`src/rtl/blkxfer_pkg.sv`:
```
package blkxfer_pkg;
  localparam int unsigned NLOW  = 8;          // low registers covered by the mask
  localparam int unsigned NSLOT = NLOW + 2;   // + extra register slot + empty-mask slot
  localparam int unsigned SLW   = $clog2(NSLOT);

  localparam logic [3:0] IDX_SP = 4'd13;
  localparam logic [3:0] IDX_LR = 4'd14;
  localparam logic [3:0] IDX_PC = 4'd15;

  typedef enum logic [1:0] {
    OP_PUSH = 2'b00,
    OP_POP  = 2'b01,
    OP_STM  = 2'b10,
    OP_LDM  = 2'b11
  } xop_e;

  typedef enum logic [2:0] {
    S_IDLE, S_SEL, S_ISSUE, S_BUS, S_ICYC, S_FIN, S_DONE
  } xst_e;

  // Map a work slot to a register index for the given operation.
  function automatic logic [3:0] slot_reg(input logic [SLW-1:0] s, input xop_e o);
    if (s < SLW'(NLOW)) return s[3:0];
    if (s == SLW'(NLOW) && o == OP_PUSH) return IDX_LR;
    return IDX_PC;
  endfunction
endpackage

```
`src/rtl/blkxfer_pick.sv`:
```
// Priority picker over the pending slots; direction chosen at run time.
module blkxfer_pick #(
  parameter int unsigned N  = 10,
  parameter int unsigned IW = $clog2(N)
) (
  input  logic [N-1:0]  pend,
  input  logic          down,
  output logic          any,
  output logic [IW-1:0] idx
);
  always_comb begin
    any = |pend;
    idx = '0;
    if (down) begin
      for (int i = 0; i < N; i++)
        if (pend[i]) idx = IW'(i);       // highest set bit wins
    end else begin
      for (int i = N - 1; i >= 0; i--)
        if (pend[i]) idx = IW'(i);       // lowest set bit wins
    end
  end
endmodule

```
`src/rtl/blkxfer_addr.sv`:
```
// Access address and next running pointer for one word.
module blkxfer_addr
  import blkxfer_pkg::*;
#(
  parameter int unsigned XLEN       = 32,
  parameter int unsigned STEP       = 4,
  parameter int unsigned EMPTY_STEP = 64
) (
  input  xop_e            op,
  input  logic [XLEN-1:0] ptr,
  input  logic            empty_slot,
  output logic [XLEN-1:0] acc_addr,
  output logic [XLEN-1:0] ptr_nxt
);
  localparam logic [XLEN-1:0] AMASK = ~XLEN'(STEP - 1);

  logic [XLEN-1:0] dec, al;

  always_comb begin
    dec = ptr - XLEN'(STEP);
    al  = ptr & AMASK;
    if (op == OP_PUSH) begin
      acc_addr = dec & AMASK;
      ptr_nxt  = dec;
    end else begin
      acc_addr = al;
      ptr_nxt  = al + (empty_slot ? XLEN'(EMPTY_STEP) : XLEN'(STEP));
    end
  end
endmodule

```
`src/rtl/blkxfer_seq.sv`:
```
module blkxfer_seq
  import blkxfer_pkg::*;
#(
  parameter int unsigned XLEN = 32,
  parameter int unsigned RIW  = 4,
  parameter int unsigned BIW  = $clog2(NLOW)
) (
  input  logic            clk,
  input  logic            rst,
  input  logic            start,
  input  logic [1:0]      op,
  input  logic [NLOW-1:0] reg_list,
  input  logic            xtra,
  input  logic [BIW-1:0]  base_idx,
  input  logic [XLEN-1:0] base_val,
  input  logic [XLEN-1:0] pc_val,
  output logic            busy,
  output logic            mem_valid,
  output logic            mem_we,
  output logic            mem_seq,
  output logic [XLEN-1:0] mem_addr,
  output logic [XLEN-1:0] mem_wdata,
  input  logic            mem_ready,
  input  logic [XLEN-1:0] mem_rdata,
  output logic [RIW-1:0]  rf_rd_idx,
  input  logic [XLEN-1:0] rf_rd_data,
  output logic            rf_we,
  output logic [RIW-1:0]  rf_wr_idx,
  output logic [XLEN-1:0] rf_wr_data,
  output logic            flush,
  output logic            icyc
);
  xst_e             st;
  xop_e             op_q;
  logic [NSLOT-1:0] pend, pend_init;
  logic [XLEN-1:0]  ptr, pc_q;
  logic             first_q, wb_en_q;
  logic [RIW-1:0]   wb_idx_q;
  logic [SLW-1:0]   slot_q;

  logic             pick_any;
  logic [SLW-1:0]   pick_idx;
  logic [XLEN-1:0]  acc_addr, ptr_nxt;
  logic             is_ld, empty_slot;
  logic [3:0]       cur_reg;

  assign is_ld      = (op_q == OP_POP) || (op_q == OP_LDM);
  assign empty_slot = (slot_q == SLW'(NSLOT - 1));
  assign cur_reg    = slot_reg(slot_q, op_q);

  // Initial work mask: low registers, extra slot, or empty-mask slot.
  always_comb begin
    pend_init = '0;
    if (op[1] && reg_list == '0) begin
      pend_init[NSLOT-1] = 1'b1;
    end else begin
      pend_init[NLOW-1:0] = reg_list;
      pend_init[NLOW]     = !op[1] && xtra;
    end
  end

  blkxfer_pick #(.N(NSLOT), .IW(SLW)) u_pick (
    .pend (pend),
    .down (op_q == OP_PUSH),
    .any  (pick_any),
    .idx  (pick_idx)
  );

  blkxfer_addr #(.XLEN(XLEN)) u_addr (
    .op         (op_q),
    .ptr        (ptr),
    .empty_slot (empty_slot),
    .acc_addr   (acc_addr),
    .ptr_nxt    (ptr_nxt)
  );

  always_ff @(posedge clk) begin
    if (rst) begin
      st         <= S_IDLE;
      op_q       <= OP_PUSH;
      pend       <= '0;
      ptr        <= '0;
      pc_q       <= '0;
      first_q    <= 1'b1;
      wb_en_q    <= 1'b0;
      wb_idx_q   <= '0;
      slot_q     <= '0;
      busy       <= 1'b0;
      mem_valid  <= 1'b0;
      mem_we     <= 1'b0;
      mem_seq    <= 1'b0;
      mem_addr   <= '0;
      mem_wdata  <= '0;
      rf_rd_idx  <= '0;
      rf_we      <= 1'b0;
      rf_wr_idx  <= '0;
      rf_wr_data <= '0;
      flush      <= 1'b0;
      icyc       <= 1'b0;
    end else begin
      rf_we <= 1'b0;
      flush <= 1'b0;
      case (st)
        S_IDLE: begin
          if (start) begin
            op_q     <= xop_e'(op);
            pend     <= pend_init;
            ptr      <= base_val;
            pc_q     <= pc_val;
            first_q  <= 1'b1;
            wb_en_q  <= !(op == OP_LDM && reg_list[base_idx]);
            wb_idx_q <= op[1] ? RIW'(base_idx) : RIW'(IDX_SP);
            busy     <= 1'b1;
            st       <= S_SEL;
          end
        end
        S_SEL: begin
          if (pick_any) begin
            slot_q    <= pick_idx;
            rf_rd_idx <= RIW'(slot_reg(pick_idx, op_q));
            st        <= S_ISSUE;
          end else if (is_ld && !first_q) begin
            icyc <= 1'b1;
            st   <= S_ICYC;
          end else begin
            st <= S_FIN;
          end
        end
        S_ISSUE: begin
          mem_valid <= 1'b1;
          mem_we    <= !is_ld;
          mem_seq   <= !first_q;
          mem_addr  <= acc_addr;
          mem_wdata <= is_ld ? '0 : (empty_slot ? pc_q + XLEN'(2) : rf_rd_data);
          ptr       <= ptr_nxt;
          st        <= S_BUS;
        end
        S_BUS: begin
          if (mem_ready) begin
            mem_valid    <= 1'b0;
            pend[slot_q] <= 1'b0;
            first_q      <= 1'b0;
            if (is_ld) begin
              rf_we     <= 1'b1;
              rf_wr_idx <= RIW'(cur_reg);
              if (cur_reg == IDX_PC) begin
                rf_wr_data <= mem_rdata & ~XLEN'(1);
                flush      <= 1'b1;
              end else begin
                rf_wr_data <= mem_rdata;
              end
            end
            st <= S_SEL;
          end
        end
        S_ICYC: begin
          icyc <= 1'b0;
          st   <= S_FIN;
        end
        S_FIN: begin
          rf_we      <= wb_en_q;
          rf_wr_idx  <= wb_idx_q;
          rf_wr_data <= ptr;
          st         <= S_DONE;
        end
        S_DONE: begin
          busy <= 1'b0;
          st   <= S_IDLE;
        end
        default: st <= S_IDLE;
      endcase
    end
  end

  // Stalled request must not move
  p_hold_r10: assert property (@(posedge clk) disable iff (rst)
    (mem_valid && !mem_ready) |=> (mem_valid && $stable(mem_addr) &&
                                   $stable(mem_wdata) && $stable(mem_we)));

  // Word-aligned requests
  p_align_r5: assert property (@(posedge clk) disable iff (rst)
    mem_valid |-> (mem_addr[1:0] == 2'b00));

  // Flush accompanies an even PC write
  p_flush_r4: assert property (@(posedge clk) disable iff (rst)
    flush |-> (rf_we && rf_wr_idx == RIW'(IDX_PC) && !rf_wr_data[0]));

  // Internal cycle is quiet on both ports
  p_icyc_r9: assert property (@(posedge clk) disable iff (rst)
    icyc |-> (busy && !mem_valid && !rf_we));

  // Nothing happens while idle
  p_quiet_r11: assert property (@(posedge clk) disable iff (rst)
    !busy |-> (!mem_valid && !rf_we && !icyc));
endmodule

```
`config.mk`:
```
export PLATFORM = sky130hd
export DESIGN_NAME = blkxfer_seq
export DESIGN_NICKNAME = d
export VERILOG_FILES = /design/src/rtl/blkxfer_pkg.sv /design/src/rtl/blkxfer_pick.sv /design/src/rtl/blkxfer_addr.sv /design/src/rtl/blkxfer_seq.sv
export SDC_FILE = /design/constraint.sdc
export NUM_CORES = 1
export LEC_CHECK = 0
export BUFFER_PORTS_ARGS = -buffer_cell sky130_fd_sc_hd__clkbuf_2
export CELL_PAD_IN_SITES_DETAIL_PLACEMENT = 1
export CELL_PAD_IN_SITES_GLOBAL_PLACEMENT = 1
export CORE_UTILIZATION = 36
export CTS_BUF_LIST = sky130_fd_sc_hd__clkbuf_4
export CTS_CLUSTER_SIZE = 25
export DETAILED_ROUTE_END_ITERATION = 12
export PLACE_DENSITY = 0.9
export SLEW_MARGIN = 20
export SYNTH_ARGS = -nofsm -noshare
export SYNTH_HDL_FRONTEND = slang
export SYNTH_SLANG_ARGS = --single-unit
export TNS_END_PERCENT = 1
```
`constraint.sdc`:
```
create_clock -name clk -period 2.6 [get_ports clk]
set_input_delay 0.39 -clock clk [delete_from_list [all_inputs] [get_ports clk]]
set_output_delay 0.39 -clock clk [all_outputs]
set_load 0.005 [all_outputs]
```
==> results of run 1 <==
==> cell type report <==
| type | instances | area (um^2) |
|---|---|---|
| inverters | 19 | 72.57 |
| fillers | 3365 | 14330 |
| multi-input cells | 964 | 5593 |
| clock buffers | 17 | 127.6 |
| flip-flops and latches | 197 | 3945 |
| diodes | 2 | 5.005 |
| clock inverters | 15 | 165.2 |
| well taps | 372 | 465.4 |
| repair buffers | 378 | 2401 |
==> critical path, stage by stage (launching register included) <==
cell and delay (ns):
dfxtp_1 0.35, or4_4 0.57, or4_1 0.57, or4_4 0.55
a211o_1 0.27, a31oi_1 0.13
==> layout by cell type (no fill, tap or decap), types with 3 or more instances in the layout <==
master / count
and4_1: 13
a311oi_1: 24
a22o_1: 7
xnor2_1: 32
nor2_1: 120
o21ai_0: 68
clkinv_4: 5
nor3b_1: 5
or4_4: 3
a221oi_1: 6
a211oi_1: 22
a211o_1: 6
and3_1: 9
dfxtp_1: 196
xor2_1: 20
inv_8: 4
nand2_1: 194
inv_1: 18
buf_12: 3
nand2b_1: 4
buf_4: 59
a31oi_1: 32
a21o_1: 3
or3_1: 18
nor3_1: 34
clkbuf_2: 253
nor4_1: 11
clkbuf_4: 17
o2111ai_1: 3
nand3_1: 41
nand4_1: 29
or4_1: 18
a22oi_1: 59
or2_2: 9
a21oi_1: 108
nor2b_1: 6
dlygate4sd3_1: 62
o211ai_1: 9
mux2i_1: 5
and2_1: 4
==> per-layer routing <==
metal	vias to the layer above	global-route usage (%)	share of wire, %
li1	5248	-	-
met3	142	3.858	5.7
met5	-	0	0
met1	5542	33.57	40
met2	476	48.35	49
met4	0	16.52	5.2
==> state kept, by name, indices dropped and copies added, names as in the netlist, 2 cells and up <==
name,cells
mem_wdata,32
pc_q,32
ptr,32
rf_wr_data,32
mem_addr,30
pend,10
rf_rd_idx,4
rf_wr_idx,4
wb_idx_q,4
slot_q,3
st,3
op_q,2
==> stage by stage <==
stage	setup TNS [ns]	hold WS, ns
global route	-0.009589	0.01080
global placement	0	0.4383
floorplan	-0.03084	0.4316
detailed placement	0	0.4494
CTS	0	0.001080
finish	0	0.03840
==> kinds of logic (layout without fill, tap and decap cells) <==
kind of cell	Yosys count	after routing	synth area share (%)
XOR/XNOR	52	52	4.547
AND/OR/NAND/NOR	532	532	25.60
AO/OA/AOI/OAI	366	366	23.44
adder cells (fa/ha/maj)	5	5	0.6246
buffers and inverters	137	429	5.434
other	1	4	0.03744
multiplexers	7	7	0.9494
flip-flops	197	197	39.38
==> worst paths after layout <==
check | startpoint | end | depth (start not counted)
worst min-delay path | reg_list[0] | pend[0]$_SDFFE_PP0P_ | 3
worst min register to register | rf_wr_data[27]$_SDFFE_PP0P_ | rf_wr_data[27]$_SDFFE_PP0P_ | 2
worst max-delay path | ptr[7]$_SDFFE_PP0P_ | ptr[25]$_SDFFE_PP0P_ | 5
worst max register to register | ptr[7]$_SDFFE_PP0P_ | ptr[25]$_SDFFE_PP0P_ | 5
==> timing repair <==
item,in CTS,in global routing
setup endpoints to repair,0,16
gates resized for setup,0,9
hold endpoints to repair,62,0
hold buffers,62,0
==> power groups by stage <==
stage	combinational, mW	sequential [mW]	clock (mW)
after detailed placement	5.96	4.61	0
after global placement	5.75	4.55	0
final	6.22	4.59	1.76
after floorplan	3.90	4.31	0
after global routing	6.77	4.67	1.91
after CTS	6.06	4.54	1.79
==> out/metrics.csv, run 1 <==
metric,value,unit
CP Max Fanout,6,
ANT nets after route,0,
Die H,168.8,um
CTS Buf Count,17,
asr flop ratio synth,0,%
Top Ports,257,
placed cell area,11800,um^2
startpoint types,register,
reg2reg setup slack,0.1,ns
area of the die,28490,um^2
Flop pwr share,36.5,%
vias in the first global route,11780,
H-tree level count,4,
Avg WL per Cell,20.69,um
DRT Pass-1 Iters,5,
fin area,12770,um^2
Hold Crit Class,in2reg,
outcome,completed,
CTS Buffer Depth,2,
total number of vias,11410,
total grt overflow,0,
Yosys top cell by area,dfxtp_1,
CP endpoint kind,register,
Static Leak,4.980,nW
most frequent cell after synthesis,dfxtp_1,
critical path class,reg2reg,
CTS sink count,197,
I/O Buffers,254,
required time of the critical path,3.15,ns
Die W,168.8,um
Final Hold Fails,0,
pin count of the biggest net entering global routing,65,
drt first-iter violations,804,
Max VDD drop,490.2,uV
final-stage net count,1728,
Main synth FF type,dfxtp_1,
combinational power share,49.5,%
Mapped Area,10020,um^2
WP data arrival,3.05,ns
minimum clock period,2.505,ns
initial antenna violation count,2,
total length of routed wires,40640,um
Synth area leaders,"dfxtp_1, nand2_1, a21oi_1, nor2_1, a22oi_1",
Rows,60,
"Distinct cells, synth",63,
internal power,6.711,mW
commonest cells in the netlist,"dfxtp_1, nand2_1, nor2_1",
utilization after layout,47.14,%
Post-synth EDFFs,0,
Cells after Synth,1297,
Final Slew Violations,0,
Max Clk Rate,0.3992,GHz
CTS Root Cell,clkbuf_4,
Post-Place Cells,1868,
global-route wire length before repair,62990,um
post-CTS setup buffers,0,
Setup Viol. Count Final,0,
dpl ws,0.001067,ns
Power Density,983.8,nW/um^2
Net Sw Power,5.857,mW
final period utilization,96.34,%
Detailed Place HPWL,28010,um
share of layout cells above drive strength 1,24.03,%
TritonCTS clock tree,yes,
Clk pwr share,14.0,%
Core Area,27100,um^2
clock slew at reported path FFs,0.19,ns
max_slew headroom,47.24,%
max cap viols,0,
DR vias/cell,5.809,
share of the synthesized area in the top cell type,39.38,%
Clock Skew,0.03437,ns
GR Util All Layers,28.15,%
Yosys warnings,0,
"FF+latch count, synth",197,
total power,12.57,mW
Avg Synthesized Cell Area,7.722,um^2
number of remaining DRC errors,0,
Layout Cells excl Fill,1964,
clk_lat worst skew,0.61,ns
Area Overhead vs Synth,27.55,%
final setup margin,0.09507,ns
Worst Max-Slew Pin Slew,0.7914,ns
Initial Util,36.96,%
gpl congestion,0.9214,
sw frac,46.60,%
sequential-to-total area share from yosys stat,39.38,%
(Power assumes the default switching activity.)
==> inputs of run 2 (changes only) <==
--- a/config.mk
+++ b/config.mk
@@ -8,11 +8,11 @@
 export BUFFER_PORTS_ARGS = -buffer_cell sky130_fd_sc_hd__clkbuf_2
 export CELL_PAD_IN_SITES_DETAIL_PLACEMENT = 1
 export CELL_PAD_IN_SITES_GLOBAL_PLACEMENT = 1
-export CORE_UTILIZATION = 36
+export CORE_UTILIZATION = 40
 export CTS_BUF_LIST = sky130_fd_sc_hd__clkbuf_4
 export CTS_CLUSTER_SIZE = 25
 export DETAILED_ROUTE_END_ITERATION = 12
-export PLACE_DENSITY = 0.9
+export PLACE_DENSITY = 0.94
 export SLEW_MARGIN = 20
 export SYNTH_ARGS = -nofsm -noshare
 export SYNTH_HDL_FRONTEND = slang
==> constraint.sdc (replaced) <==
create_clock -name clk -period 2.73 [get_ports clk]
set_input_delay 0.4095 -clock clk [delete_from_list [all_inputs] [get_ports clk]]
set_output_delay 0.4095 -clock clk [all_outputs]
set_load 0.005 [all_outputs]
==> out/metrics.csv, run 2 (synthesis results as in run 1) <==
metric,value,unit,change
worst-path cell chain,or4_4 > or4_1 > buf_4 > nor3_1 > o211ai_1 > a31oi_1,,
dpl ws,0.1846,ns,+0.1835 ns
Final Hold Fails,0,,unchanged
Die H,160.2,um,-5.1%
total length of routed wires,39750,um,-2.2%
CTS sink count,197,,unchanged
Detailed Place HPWL,27440,um,-2.1%
vias in the first global route,11380,,-3.4%
Hold Crit Class,in2reg,,
Top Ports,257,,unchanged
share of layout cells above drive strength 1,23.89,%,-0.14 points
Core Area,24460,um^2,-9.7%
max layer used,met4,,
drt first-iter violations,956,,+19%
Worst Max-Slew Pin Slew,0.8280,ns,+0.03668 ns
worst hold start,rf_rd_data[25],,
Initial Util,40.94,%,+4.0 points
required time of the critical path,3.24,ns,+0.09 ns
met3 wire length,2530,um,+9.0%
critical path class,reg2reg,,
reg2reg setup slack,0.14,ns,+0.05 ns
minimum clock period,2.587,ns,+0.08193 ns
final setup margin,0.1431,ns,+0.04807 ns
GR Util All Layers,30.07,%,+1.9 points
r2r startpoint,ptr[7]$_SDFFE_PP0P_,,
Area Overhead vs Synth,22.77,%,
Static Leak,4.811,nW,-3.4%
Buf/Inv on CP,1,,+1
initial antenna violation count,1,,-1
most frequent cells in the layout,"clkbuf_2, dfxtp_1, nand2_1",,
WP data arrival,3.10,ns,+0.05 ns
global-route wire length before repair,61450,um,-2.4%
Clock Skew,0.03627,ns,+0.001898 ns
CTS Buf Count,17,,unchanged
CTS Root Cell,clkbuf_4,,
reg-to-reg critical path endpoint,ptr[19]$_SDFFE_PP0P_,,
final period utilization,94.76,%,-1.6 points
Max Clk Rate,0.3866,GHz,-3.2%
Max VDD drop,648.6,uV,+32%
CP endpoint kind,register,,
DR vias/cell,6.026,,+3.7%
I/O Buffers,254,,unchanged
DRT Pass-1 Iters,5,,unchanged
total number of vias,11300,,-0.96%
clock slew at reported path FFs,0.17,ns,-0.02 ns
H-tree level count,4,,unchanged
pin count of the biggest net entering global routing,97,,+49%
startpoint types,register,,
number of remaining DRC errors,0,,unchanged
Rows,57,,-5.0%
setup TNS,0,ns,unchanged
Setup Viol. Count Final,0,,unchanged
total grt overflow,0,,unchanged
Worst Hold End,mem_wdata[25]$_SDFFE_PP0P_,,
TritonCTS clock tree,yes,,
clk_lat worst skew,0.59,ns,-0.02 ns
"commonest non-fill, non-tap cell in the layout",clkbuf_2,,
Final Slew Violations,0,,unchanged
Die W,160.2,um,-5.1%
outcome,completed,,
area of the die,25680,um^2,-9.9%
routed wl met2,19750,um,-0.88%
CP Max Fanout,6,,unchanged
Avg WL per Cell,21.20,um,+2.5%
post-CTS setup buffers,0,,unchanged
max cap viols,0,,unchanged
met1 wire length,15900,um,-2.3%
Worst Reg2Reg Path Length in Cells,6,,+1
final-stage net count,1687,,-2.4%
hold path cells,3,,unchanged
max_slew headroom,44.80,%,-2.4 points
RSZ-0062 raised after global routing,yes,,
CTS Buffer Depth,2,,unchanged
utilization after layout,50.27,%,+3.1 points
gpl congestion,0.9171,,-0.47%
"Slowest-stage cell, CP",or4_1,,
Power Density,970.3,nW/um^2,-1.4%
max incr delay on CP,0.59,ns,+0.02 ns
ANT nets after route,0,,unchanged
"delay-heaviest family, CP",simple AND/OR/NAND/NOR gates,,
==> run 2: cell types whose count changed in the layout (fill, tap and decap cells not counted), sizes merged <==
| cell | previous run | this run |
|---|---|---|
| clkinv | 8 | 7 |
| inv | 24 | 23 |
| clkinvlp | 1 | 2 |
| dlygate4sd3 | 62 | 26 |
| buf | 63 | 58 |
| bufinv | 1 | 2 |
==> run 2: how the worst max path moves through the flow <==
stage	startpoint	to	slack, ns	cells past startpoint
after floorplan	rf_rd_idx[3]$_SDFFE_PP0P_	ptr[28]$_SDFFE_PP0P_	0.0005	10
after global placement	slot_q[2]$_SDFFE_PP0P_	ptr[28]$_SDFFE_PP0P_	0.26	8
after detailed placement	slot_q[2]$_SDFFE_PP0P_	ptr[28]$_SDFFE_PP0P_	0.18	8
after CTS	slot_q[2]$_SDFFE_PP0P_	ptr[28]$_SDFFE_PP0P_	0.17	8
after global routing	slot_q[2]$_SDFFE_PP0P_	ptr[26]$_SDFFE_PP0P_	-0.003	8
final	ptr[7]$_SDFFE_PP0P_	ptr[19]$_SDFFE_PP0P_	0.14	6
==> run 2: cell type report <==
class,count,area [um^2]
inverter,19,71.32
timing repair buffer,337,1999
antenna,2,5.005
multi-input combinational,964,5550
sequential,197,3944
fill,3076,12170
clock inverter,15,193.9
tap,324,405.4
clock buffer,17,127.6
==> run 2: what timing repair did <==
item | CTS | global route
endpoints found under the setup margin | 0 | 3
hold endpoints to repair | 23 | 3
hold buffers | 23 | 3
gates resized for setup | 0 | 1
==> run 2: worst register-to-register path, delay by kind of cell (launching register included) <==
kind | cells | cell delay, ns
flip-flops | 1 | 0.36
AO/OA/AOI/OAI | 2 | 0.43
buffers and inverters | 1 | 0.21
AND/OR/NAND/NOR | 3 | 1.54
==> run 2: per-layer routing <==
layer / up-vias / global-route usage [%]
li1: 5176 / -
met4: 0 / 14.16
met2: 531 / 52.87
met3: 105 / 5.221
met5: - / 0
met1: 5487 / 35.39
==> run 2: report_power, final <==
| group | internal (mW) | switching, mW |
|---|---|---|
| clock | 0.588 | 1.16 |
| sequential | 3.59 | 0.780 |
| combinational | 2.20 | 3.62 |
==> run 2: metrics by stage <==
step	power (mW)	hold slack [ns]	cell area, um^2	cells
after floorplan	7.817	0.4316	10020	1298
after global placement	9.729	0.4417	11700	1815
after detailed placement	10.00	0.4556	11700	1815
after CTS	11.80	0.0001294	12250	1870
after global routing	12.62	0.002291	12300	1875
final	11.93	0.05136	12300	1875
==> inputs of run 3 (changes only) <==
--- a/config.mk
+++ b/config.mk
@@ -12,7 +12,10 @@
 export CTS_BUF_LIST = sky130_fd_sc_hd__clkbuf_4
 export CTS_CLUSTER_SIZE = 25
 export DETAILED_ROUTE_END_ITERATION = 12
+export HOLD_SLACK_MARGIN = 0.1
 export PLACE_DENSITY = 0.94
+export REMOVE_ABC_BUFFERS = 1
+export SETUP_SLACK_MARGIN = 0.5
 export SLEW_MARGIN = 20
 export SYNTH_ARGS = -nofsm -noshare
 export SYNTH_HDL_FRONTEND = slang
==> out/metrics.csv, run 3 (synthesis results as in run 1) <==
metric,value,unit,change
outcome,completed,,
total number of vias,12240,,+8.3%
CTS Root Cell,clkbuf_4,,
Die W,160.2,um,unchanged
Rows,57,,unchanged
minimum clock period,2.502,ns,-0.08463 ns
Max VDD drop,707.4,uV,+9.1%
Top Ports,257,,unchanged
gpl congestion,0.9316,,+1.6%
RSZ-0062 raised after global routing,yes,,
Avg WL per Cell,23.12,um,+9.0%
CTS Buf Count,17,,unchanged
CP endpoint kind,register,,
most frequent cells in the layout,"clkbuf_2, nand2_1, dfxtp_1",,
Setup Viol. Count Final,0,,unchanged
number of remaining DRC errors,0,,unchanged
initial antenna violation count,4,,+3
ANT nets after route,0,,unchanged
WP data arrival,3.01,ns,-0.09 ns
DR vias/cell,6.230,,+3.4%
Max Clk Rate,0.3996,GHz,+3.4%
pin count of the biggest net entering global routing,82,,-15%
share of layout cells above drive strength 1,24.80,%,+0.92 points
dpl ws,0.1006,ns,-0.08391 ns
critical path class,reg2reg,,
TritonCTS clock tree,yes,,
DRT Pass-1 Iters,7,,+2
Detailed Place HPWL,26840,um,-2.2%
global-route wire length before repair,69610,um,+13%
max cap viols,0,,unchanged
Multi-input gate area,5700,um^2,+2.7%
Final Hold Fails,0,,unchanged
Worst Max-Slew Pin Slew,0.8832,ns,+0.05518 ns
register area,3960,um^2,+0.41%
CTS sink count,197,,unchanged
startpoint types,register,,
hold path cells,4,,+1
Net Sw Power,5.976,mW,+7.6%
area of the die,25680,um^2,unchanged
Area Overhead vs Synth,32.64,%,
clk_lat worst skew,0.62,ns,+0.03 ns
total length of routed wires,45430,um,+14%
clock slew at reported path FFs,0.20,ns,+0.03 ns
Core Area,24460,um^2,unchanged
utilization after layout,54.31,%,+4.0 points
sw frac,47.96,%,+1.4 points
final setup margin,0.2278,ns,+0.08463 ns
CTS Buffer Depth,2,,unchanged
Fill cells,3014,,-2.0%
Clk pwr share,12.7,%,-1.9 points
H-tree level count,4,,unchanged
final period utilization,91.66,%,-3.1 points
Die H,160.2,um,unchanged
"commonest non-fill, non-tap cell in the layout",clkbuf_2,,
required time of the critical path,3.24,ns,about the same
drt first-iter violations,1437,,+50%
Worst Reg2Reg Path Length in Cells,8,,+2
Flop pwr share,36.0,%,-0.7 points
CP Max Fanout,7,,+1
vias in the first global route,12560,,+10%
final-stage net count,1775,,+5.2%
fin area,13290,um^2,+8.0%
internal power,6.484,mW,+1.7%
Final Slew Violations,0,,unchanged
placed cell area,11690,um^2,-0.11%
Static Leak,5.186,nW,+7.8%
Hold Crit Class,in2reg,,
total grt overflow,0,,unchanged
Initial Util,40.94,%,unchanged
combinational power share,51.3,%,+2.6 points
I/O Buffers,254,,unchanged
Power Density,937.9,nW/um^2,-3.3%
max_slew headroom,41.12,%,-3.7 points
Clock Skew,0.03550,ns,-0.0007730 ns
GR Util All Layers,34.23,%,+4.2 points
run 3: cell types whose count changed in the layout (fill, tap and decap cells not counted), moves of 4 or more:
cell / delta
buf_4: +5
inv_6: +4
dfxtp_2: +10
nor4_1: -4
dfxtp_1: -11
dlygate4sd3_1: +82
run 3: final cells by class:
class,instances,share of cell area (%)
Timing Repair Buffer,425,21.60
Antenna cell,4,0.07534
Sequential cell,197,29.81
Inverter,19,0.5462
Clock buffer,17,0.9606
Clock inverter,15,1.055
Tap cell,324,3.051
Multi-Input combinational cell,964,42.91
run 3: final timing paths:
path                                      end  slack [ns]                        start
setup reg to reg         ptr[10]$_SDFFE_PP0P_        0.23       slot_q[2]$_SDFFE_PP0P_
setup / recovery         ptr[10]$_SDFFE_PP0P_        0.23       slot_q[2]$_SDFFE_PP0P_
hold / removal      mem_wdata[9]$_SDFFE_PP0P_        0.13                rf_rd_data[9]
hold reg to reg   rf_wr_data[25]$_SDFFE_PP0P_        0.47  rf_wr_data[25]$_SDFFE_PP0P_
run 3: stage by stage:
stage | cells | power (mW) | hold WS (ns) | setup TNS (ns)
2_1_floorplan | 1180 | 6.818 | 0.4255 | -629.28
3_3_place_gp | 1813 | 9.592 | 0.4401 | 0
3_5_place_dp | 1813 | 9.898 | 0.4491 | 0
4_1_cts | 1961 | 11.90 | 0.1009 | 0
5_1_grt | 1965 | 13.08 | 0.1172 | 0
6_report | 1965 | 12.46 | 0.1283 | 0
run 3: power groups by stage:
stage | sequential, mW | combinational, mW | clock, mW
after global routing | 4.55 | 6.80 | 1.74
final | 4.49 | 6.39 | 1.58
after CTS | 4.38 | 5.92 | 1.59
after floorplan | 4.12 | 2.70 | 0
after global placement | 4.36 | 5.24 | 0
after detailed placement | 4.42 | 5.48 | 0
run 3: layer usage:
metal	GRT usage, %	wire length, um	vias up
met5	0	0	-
met4	21.04	2543	0
met3	5.662	3364	202
met2	57.45	22120	789
met1	40.84	17390	5897
li1	-	-	5354
run 3: critical path, cell delays in order (launching register included):
cell and delay, ns:
dfxtp_2 0.38, nand4bb_4 0.18, clkinv_2 0.10, ha_4 0.30, a41oi_4 0.17, nor2_2 0.40, a32oi_1 0.24, or3_1 0.41
a31oi_1 0.21
run 3: repair_timing:
item	in CTS	in global routing
buffers inserted	8	0
pin swaps	5	2
hold buffers	108	0
setup endpoints to repair	43	52
resized for setup	27	11
hold endpoints to repair	109	0
